<file path="config.mk">
export PLATFORM = sky130hd
export DESIGN_NAME = dbg_cmd_engine
export DESIGN_NICKNAME = d
export VERILOG_FILES = /design/src/rtl/dbg_cmd_pkg.sv /design/src/rtl/dbg_cmd_decode.sv /design/src/rtl/dbg_byte_lane.sv /design/src/rtl/dbg_cmd_engine.sv
export SDC_FILE = /design/constraint.sdc
export NUM_CORES = 1
export LEC_CHECK = 0
export BUFFER_PORTS_ARGS = -buffer_cell sky130_fd_sc_hd__buf_2
export CORE_AREA = 2 2 79 81
export CTS_CLUSTER_SIZE = 30
export DETAILED_ROUTE_END_ITERATION = 10
export DIE_AREA = 0 0 81 83
export PLACE_DENSITY = 0.87
export SETUP_SLACK_MARGIN = 0.02
export SYNTH_ARGS = -nofsm -noshare
export SYNTH_HDL_FRONTEND = slang
export SYNTH_SLANG_ARGS = --single-unit
</file>
<file path="constraint.sdc">
create_clock -name clk -period 2 [get_ports clk]
set_clock_uncertainty 0.2 [all_clocks]
set_input_delay 0.4 -clock clk [delete_from_list [all_inputs] [get_ports clk]]
set_output_delay 0.4 -clock clk [all_outputs]
set_load 0.02 [all_outputs]
</file>
<file path="src/rtl/dbg_cmd_pkg.sv">
package dbg_cmd_pkg;

    localparam logic [7:0] OPC_HALT     = 8'h90;
    localparam logic [7:0] OPC_HS_ON    = 8'hD5;
    localparam logic [7:0] OPC_HS_OFF   = 8'hD6;
    localparam logic [7:0] OPC_RD8      = 8'hE0;
    localparam logic [7:0] OPC_RD16     = 8'hE8;
    localparam logic [7:0] OPC_RD8_PRV  = 8'hE4;
    localparam logic [7:0] OPC_RD16_PRV = 8'hEC;
    localparam logic [7:0] OPC_WR8      = 8'hC0;
    localparam logic [7:0] OPC_WR16     = 8'hC8;
    localparam logic [7:0] OPC_WR8_PRV  = 8'hC4;
    localparam logic [7:0] OPC_WR16_PRV = 8'hCC;

    typedef enum logic [2:0] {
        ST_IDLE,
        ST_TAKE_ADDR,
        ST_TAKE_DATA,
        ST_ACCESS,
        ST_REPLY,
        ST_WAIT_HALT
    } eng_state_t;

    typedef enum logic [2:0] {
        K_NONE,
        K_HALT,
        K_HS_ON,
        K_HS_OFF,
        K_READ,
        K_WRITE
    } cmd_kind_t;

    typedef struct packed {
        cmd_kind_t kind;
        logic      is_byte;
        logic      priv;
    } cmd_info_t;

endpackage

</file>
<file path="src/rtl/dbg_cmd_decode.sv">
module dbg_cmd_decode
    import dbg_cmd_pkg::*;
(
    input  logic [7:0] opc,
    output cmd_info_t  info
);

    always_comb begin
        info = '{kind: K_NONE, is_byte: 1'b0, priv: 1'b0};
        case (opc)
            OPC_HALT:     info.kind = K_HALT;
            OPC_HS_ON:    info.kind = K_HS_ON;
            OPC_HS_OFF:   info.kind = K_HS_OFF;
            OPC_RD8:      info = '{kind: K_READ,  is_byte: 1'b1, priv: 1'b0};
            OPC_RD16:     info = '{kind: K_READ,  is_byte: 1'b0, priv: 1'b0};
            OPC_RD8_PRV:  info = '{kind: K_READ,  is_byte: 1'b1, priv: 1'b1};
            OPC_RD16_PRV: info = '{kind: K_READ,  is_byte: 1'b0, priv: 1'b1};
            OPC_WR8:      info = '{kind: K_WRITE, is_byte: 1'b1, priv: 1'b0};
            OPC_WR16:     info = '{kind: K_WRITE, is_byte: 1'b0, priv: 1'b0};
            OPC_WR8_PRV:  info = '{kind: K_WRITE, is_byte: 1'b1, priv: 1'b1};
            OPC_WR16_PRV: info = '{kind: K_WRITE, is_byte: 1'b0, priv: 1'b1};
            default:      info.kind = K_NONE;
        endcase
    end

endmodule

</file>
<file path="src/rtl/dbg_byte_lane.sv">
module dbg_byte_lane #(
    parameter int ADDR_W = 16,
    parameter int DATA_W = 16
) (
    input  logic                   is_byte,
    input  logic [ADDR_W-1:0]      addr_in,
    input  logic [DATA_W-1:0]      wdata_in,
    input  logic [DATA_W-1:0]      rdata_in,
    output logic [ADDR_W-1:0]      addr_out,
    output logic [DATA_W/8-1:0]    be_out,
    output logic [DATA_W-1:0]      wdata_out,
    output logic [DATA_W-1:0]      rdata_out
);

    localparam int LANES = DATA_W / 8;
    localparam int SEL_W = $clog2(LANES);

    logic [SEL_W-1:0] lane_ofs;
    assign lane_ofs = addr_in[SEL_W-1:0];

    // Word accesses are forced onto a full-bus boundary.
    assign addr_out = is_byte ? addr_in : {addr_in[ADDR_W-1:SEL_W], {SEL_W{1'b0}}};

    // Lowest address maps to the most significant lane.
    for (genvar g = 0; g < LANES; g++) begin : g_lane
        assign be_out[g] = !is_byte || (lane_ofs == SEL_W'(LANES - 1 - g));
        assign wdata_out[g*8 +: 8] = be_out[g] ? wdata_in[g*8 +: 8] : 8'h00;
        assign rdata_out[g*8 +: 8] = be_out[g] ? rdata_in[g*8 +: 8] : 8'h00;
    end

endmodule

</file>
<file path="src/rtl/dbg_cmd_engine.sv">
module dbg_cmd_engine
    import dbg_cmd_pkg::*;
#(
    parameter int ADDR_W = 16,
    parameter int DATA_W = 16
) (
    input  logic                clk,
    input  logic                rst_n,
    input  logic                opc_valid,
    input  logic [7:0]          opc,
    input  logic                arg_valid,
    input  logic [DATA_W-1:0]   arg_data,
    input  logic                fw_enable,
    output logic                halt_req,
    input  logic                halt_done,
    output logic                mem_req,
    output logic                mem_we,
    output logic                mem_bdsel,
    output logic [ADDR_W-1:0]   mem_addr,
    output logic [DATA_W/8-1:0] mem_be,
    output logic [DATA_W-1:0]   mem_wdata,
    input  logic                mem_gnt,
    input  logic [DATA_W-1:0]   mem_rdata,
    output logic [DATA_W-1:0]   rd_data,
    output logic                rd_valid,
    output logic                ack,
    output logic                busy
);

    localparam int BE_W = DATA_W / 8;

    eng_state_t        st_q, st_d;
    cmd_info_t         dec_info, info_q;
    logic [ADDR_W-1:0] addr_q;
    logic [DATA_W-1:0] wdat_q, rdat_q, lane_rdata;
    logic              hs_en_q;

    dbg_cmd_decode i_decode (
        .opc  (opc),
        .info (dec_info)
    );

    dbg_byte_lane #(.ADDR_W(ADDR_W), .DATA_W(DATA_W)) i_lane (
        .is_byte   (info_q.is_byte),
        .addr_in   (addr_q),
        .wdata_in  (wdat_q),
        .rdata_in  (mem_rdata),
        .addr_out  (mem_addr),
        .be_out    (mem_be),
        .wdata_out (mem_wdata),
        .rdata_out (lane_rdata)
    );

    // Next-state logic
    always_comb begin
        st_d = st_q;
        unique case (st_q)
            ST_IDLE: begin
                if (opc_valid) begin
                    case (dec_info.kind)
                        K_READ, K_WRITE:  st_d = ST_TAKE_ADDR;
                        K_HS_ON, K_HS_OFF: st_d = ST_REPLY;
                        K_HALT:           st_d = fw_enable ? ST_WAIT_HALT : ST_IDLE;
                        default:          st_d = ST_IDLE;
                    endcase
                end
            end
            ST_TAKE_ADDR: if (arg_valid) st_d = (info_q.kind == K_WRITE) ? ST_TAKE_DATA : ST_ACCESS;
            ST_TAKE_DATA: if (arg_valid) st_d = ST_ACCESS;
            ST_ACCESS:    if (mem_gnt)   st_d = ST_REPLY;
            ST_WAIT_HALT: if (halt_done) st_d = ST_REPLY;
            ST_REPLY:     st_d = ST_IDLE;
            default:      st_d = ST_IDLE;
        endcase
    end

    // State register
    always_ff @(posedge clk or negedge rst_n) begin
        if (!rst_n) st_q <= ST_IDLE;
        else        st_q <= st_d;
    end

    // Command context
    always_ff @(posedge clk or negedge rst_n) begin
        if (!rst_n) begin
            info_q  <= '{kind: K_NONE, is_byte: 1'b0, priv: 1'b0};
            addr_q  <= '0;
            wdat_q  <= '0;
            rdat_q  <= '0;
            hs_en_q <= 1'b0;
        end else begin
            if (st_q == ST_IDLE && opc_valid) begin
                info_q <= dec_info;
                if (dec_info.kind == K_HS_ON)  hs_en_q <= 1'b1;
                if (dec_info.kind == K_HS_OFF) hs_en_q <= 1'b0;
            end
            if (st_q == ST_TAKE_ADDR && arg_valid) addr_q <= arg_data[ADDR_W-1:0];
            if (st_q == ST_TAKE_DATA && arg_valid) wdat_q <= arg_data;
            if (st_q == ST_ACCESS && mem_gnt && info_q.kind == K_READ) rdat_q <= lane_rdata;
        end
    end

    // Outputs
    always_comb begin
        busy      = (st_q != ST_IDLE);
        mem_req   = (st_q == ST_ACCESS);
        mem_we    = (st_q == ST_ACCESS) && (info_q.kind == K_WRITE);
        mem_bdsel = (st_q == ST_ACCESS) && info_q.priv;
        halt_req  = (st_q == ST_WAIT_HALT);
        ack       = (st_q == ST_REPLY) && hs_en_q;
        rd_valid  = (st_q == ST_REPLY) && (info_q.kind == K_READ);
        rd_data   = rdat_q;
    end

    AST_UNKNOWN_QUIET: assert property (@(posedge clk) disable iff (!rst_n)
        !busy |-> !mem_req && !ack && !rd_valid && !halt_req);
    AST_RDV_PULSE: assert property (@(posedge clk) disable iff (!rst_n)
        rd_valid |=> !rd_valid);
    AST_BYTE_LANE: assert property (@(posedge clk) disable iff (!rst_n)
        mem_req |-> (mem_be == {BE_W{1'b1}}) || ($countones(mem_be) == 1));
    AST_WORD_ALIGN: assert property (@(posedge clk) disable iff (!rst_n)
        (mem_req && mem_be == {BE_W{1'b1}}) |-> !mem_addr[0]);
    AST_PRIV_IN_ACCESS: assert property (@(posedge clk) disable iff (!rst_n)
        mem_bdsel |-> mem_req);
    AST_ACK_PULSE: assert property (@(posedge clk) disable iff (!rst_n)
        ack |=> !ack);
    AST_HALT_GATED: assert property (@(posedge clk) disable iff (!rst_n)
        $rose(halt_req) |-> $past(fw_enable));
    AST_REQ_HOLD: assert property (@(posedge clk) disable iff (!rst_n)
        (mem_req && !mem_gnt) |=> mem_req && $stable(mem_addr) && $stable(mem_we));

endmodule

</file>
After elaboration in Yosys (flattened, before gate mapping):

Index checks and enable logic that the tools add are counted.

* reduce and logical (&&, ||, !) cells: 24
* bitwise operators: 1
* multiplexer cells: 18
* eq/ne operators: 28

Operators with widths (number)
* $eq 8x8->1 const B: 11
* $mux 8: 4
* $pmux 3 s5: 2
* $eq 3x3->1 const B: 6
* $mux 3: 6
* $eq 3x2->1 const B: 4
* $reduce_or 2->1: 5
* $logic_and 1x1->1: 9
* $pmux 3 s3: 1
* $reduce_or 4->1: 2
* $eq 3x1->1 const B: 2
* $ne 2x2->1 const B: 3
* $pmux 2 s3: 1
* $reduce_and 5->1: 1
* $mux 1: 4
* $ne 2x1->1 const B: 2
* $logic_not 3->1: 1
* $reduce_bool 3->1: 1
* $logic_or 1x1->1: 2
* $reduce_and 2->1: 1
* $reduce_bool 2->1: 1
* $logic_not 1->1: 1
* $not 1->1: 1

* output and inout bits: 57
* word-level logic and storage cells: 79
* input bits: 47
* flip-flop bits (word level): 57

Longest topological paths before layout:

* depth after elaboration: 8
* depth in mapped cells: 6
* gate-level depth less buffers: 4

By module:

Synthesis repeated with hierarchy kept, for this count alone.

* cells, all modules: 218
* area, all modules: 2889.0 um^2

By module, submodules not included
* dbg_cmd_engine: area an instance 2417.3 um^2, seq. area each 1426.4 um^2, cells each 153, instances 1
* dbg_byte_lane: area an instance 389.1 um^2, seq. area each 0.0 um^2, cells each 52, instances 1
* dbg_cmd_decode: area an instance 82.6 um^2, seq. area each 0.0 um^2, cells each 13, instances 1

Least setup slack after synthesis:

Ideal clock, no wire load.

* kind: reg-to-output
* start point: register info_q[1] (netlist name)
* end point: output port mem_wdata[0]
* path buffers: 2
* data arrival time: 1.311 ns
* data required time: 1.400 ns
* stages on the path, launching flop included: 5
* slack: 0.089 ns
* cell sequence: dfrtp_1 > nand2b_1 > clkbuf_1 > clkbuf_1 > and2_1

* longest elaborated chain between the ends: 3

Ends and longest elaborated chain
* start, declared: line dbg_cmd_engine.sv:33 `cmd_info_t dec_info, info_q;`
* start signal, assigned: line dbg_cmd_engine.sv:86 `info_q <= '{kind: K_NONE, is_byte: 1'b0, priv: 1'b0};`
* start signal, assigned: line dbg_cmd_engine.sv:93 `info_q <= dec_info;`
* $logic_not 1->1: line dbg_byte_lane.sv:26 `assign be_out[g] = !is_byte || (lane_ofs == SEL_W'(LANES - 1 - g));`
* $logic_or 1x1->1: line dbg_byte_lane.sv:26
* via mem_be[0]: line dbg_cmd_engine.sv:20 `output logic [DATA_W/8-1:0] mem_be,`
* $mux 8: line dbg_byte_lane.sv:27 `assign wdata_out[g*8 +: 8] = be_out[g] ? wdata_in[g*8 +: 8] : 8'h00;`
* end, declared: line dbg_cmd_engine.sv:21 `output logic [DATA_W-1:0] mem_wdata,`

The timed path passes the listed nets, and every way through them passes these cells.

Worst setup path in the final report:

* start point: register st_q[1]
* end point: output port mem_we

* longest elaborated chain between the ends: 2

Ends and longest elaborated chain
* start, declared: line dbg_cmd_engine.sv:32 `eng_state_t st_q, st_d;`
* start signal, assigned: line dbg_cmd_engine.sv:80 `else st_q <= st_d;`
* $eq 3x2->1: line dbg_cmd_engine.sv:107 `mem_we = (st_q == ST_ACCESS) && (info_q.kind == K_WRITE);`
* $logic_and 1x1->1: line dbg_cmd_engine.sv:107
* end, declared: line dbg_cmd_engine.sv:17 `output logic mem_we,`

No other way between the ends.

==> qor.txt <==
Gpl congestion - 0.827
Area grow syn2layout - 29.0%
1st-iter DRT viols - 50
Fill cells - 497
Top-count cell post-synth - dfrtp_1
Final setup TNS - 0 ns
H-tree depth - 3
Status - finished clean
Worst slew pin tran - 0.369 ns
Logic pwr share - 45.0%
GRT Overall Usage - 18.5%
CP endpoint kind - primary output
Layout cells sized above 1 - 53.4%
P_leak - 1.84 nW
Synth Area per Inst - 11.2 µm²
Avg Vias per Cell - 4.92
Vias after detailed routing - 2109
Initial Util - 47.5%
Overall routed net length - 5.98 mm
Power consumption - 5.40 mW
CP startpoint kind - register
First-pass GRT wire length - 9.63 mm
FP Rows - 28
Worst Path Arrival - 1.36 ns
Port Buffers - 103
Post-synth ARST share - 100%
N_diodes - 0
Sequential fraction of the synthesis area - 51.6%
Worst hold margin - 0.0646 ns
Root Buffer - clkbuf_8
Die height - 83 µm
Syn. warnings - 0
Worst-Skew Late Latency - 0.33 ns
Int Power - 3.38 mW
Routed Antenna Nets - 0
Setup CP Type - register to primary output
Clock sink total - 57
Clock Tree Buf Depth - 2
List of most frequent post-synthesis cells - dfrtp_1, nand2_1, mux2_2
Register share of total power - 34.8%
CTS buffer count - 9
Post-Syn Area - 0.00276 mm²
Unrepaired setup endpoints after global routing - yes
Worst hold path type - input port to register
Top_reg_cell synth - dfrtp_1
Switching Share - 37.4%
Top delay family on crit path - flip-flops
Net switching power - 2.02 mW
CP required - 1.40 ns
Cell count after synthesis - 247
Worst relative slew slack - 75.2%
Tmin final - 1.96 ns
Remaining global-route overflow - 0
WL/cell - 13.9 µm
Largest net degree at the start of global routing - 58
CP max stage cell - dfrtp_2
Die area - 0.00672 mm²
PwrDens - 1510 mW/mm²
Synth top area share - 51.6%
# nets final - 396
Final Hold Fails - 0
Clk pwr share - 20.2%
Period Utilization, post-route - 98.0%
Most area-hungry cell type in the Yosys netlist - dfrtp_1
Mapped Nets - 294
Post-synthesis cell type count - 45
Die width - 81 µm
Count of pins over their slew limit - 0
Max Freq - 0.510 GHz
Endpoints failing setup - 0
CTS tree - built
Largest cells by area after synthesis - dfrtp_1, mux2_2, nand2_1
Slowest stage delay, CP - 0.46 ns
EDFF count, synth - 0
Residual DRC - 0
CTS clk-pin slew, worst paths - 0.06 ns
Core area - 0.00582 mm²
Max-Cap Viols - 0
Post-DP HPWL - 4.31 mm
DR pass1 iterations - 4
FF+latch count, synth - 57
CP Max Fanout - 8
Buffers and inverters on the worst path - 1
Antenna violations before repair - 0
IO Count - 104
Worst VDD drop - 0.872 mV
Number of global-route vias before repair - 2067
Worst path cell trace - and3b_2 -> and4b_1 -> buf_6
[stage by stage]
stage          util (%)  setup slack (ns)  cells  area, µm²
2_1_floorplan         -            0.0886    247       2760
3_3_place_gp       56.3             0.185    406       3270
3_5_place_dp       56.3             0.128    406       3270
4_1_cts            60.5           -0.0595    427       3520
5_1_grt            61.3          -0.00102    429       3560
6_report           61.3            0.0402    429       3560
[cell type report]
type / instances / area (µm²) / area share (%)
clock buffers: 11 / 151 / 4.25
inverters: 4 / 15.0 / 0.421
multi-input cells: 157 / 1140 / 31.9
well taps: 75 / 93.8 / 2.63
flip-flops and latches: 57 / 1430 / 40.2
clock inverters: 5 / 53.8 / 1.51
repair buffers: 120 / 683 / 19.2
[worst paths after layout]
| path | startpoint | depth (start not counted) | to | slack [ns] |
|---|---|---|---|---|
| max | st_q[1]$_DFFE_PN0P_ | 3 | mem_we | 0.04 |
| min | opc[3] | 2 | info_q[1]$_DFFE_PN0P_ | 0.06 |
| max reg2reg | st_q[1]$_DFFE_PN0P_ | 6 | st_q[0]$_DFFE_PN0P_ | 0.10 |
| min reg2reg | rd_data[6]$_DFFE_PN0P_ | 2 | rd_data[6]$_DFFE_PN0P_ | 0.28 |
| max in group asynchronous | rst_n | 3 | st_q[1]$_DFFE_PN0P_ | 0.92 |
| min in group asynchronous | rst_n | 3 | rd_data[5]$_DFFE_PN0P_ | 0.41 |
[flip-flops by register name, summed over array words and instances, names as in the netlist]
signal / flops
addr_q: 16
hs_en_q: 1
info_q: 5
rd_data: 16
st_q: 3
wdat_q: 16
[cells in the final DEF, fill, tap and decap left out, drive strengths merged, types with 2 or more instances in the layout]
cell    instances
buf           119
dfrtp          57
nand2          42
mux2           33
o21ai          20
and2           18
clkbuf         11
nor2            6
inv             4
clkinv          4
and4bb          4
and3            3
nand3           3
xor2            2
nand4           2
a21oi           2
nand4b          2
nor3            2
nor4            2
[cells by family (layout without fill, tap and decap cells)]
kind of cell	Yosys count	after routing	share of synthesized area, %
muxes	33	33	13.4
AOI/OAI and AO/OA	30	30	7.24
DFF	57	57	51.6
buffers and inverters	33	140	7.83
xor gates and xnor gates	2	2	0.634
and+or+nand+nor	92	92	19.2
[layer usage]
metal	part of all wire, %	wire (µm)	vias up	GRT usage (%)
met5	0	0	-	0
met3	5.8	350	15	4.35
met2	48	2900	70	30.3
met4	2.3	139	0	7.86
li1	-	-	1031	-
met1	43	2590	993	23.2
[timing repair]
action,4_1_cts,5_1_grt
buffers inserted,4,2
hold buffers,1,0
setup endpoints to repair,21,29
pin swaps,1,4
endpoints found under the hold margin,57,0
gates resized for setup,3,10
[power by group through the flow]
stage / combinational, mW / sequential (mW) / clock, mW
final: 2.43 / 1.88 / 1.09
after global routing: 2.64 / 1.95 / 1.16
after CTS: 2.38 / 1.89 / 1.12
after detailed placement: 2.30 / 1.92 / 0
after global placement: 2.25 / 1.88 / 0
after floorplan: 1.77 / 1.94 / 0
(Power assumes the default switching activity.)
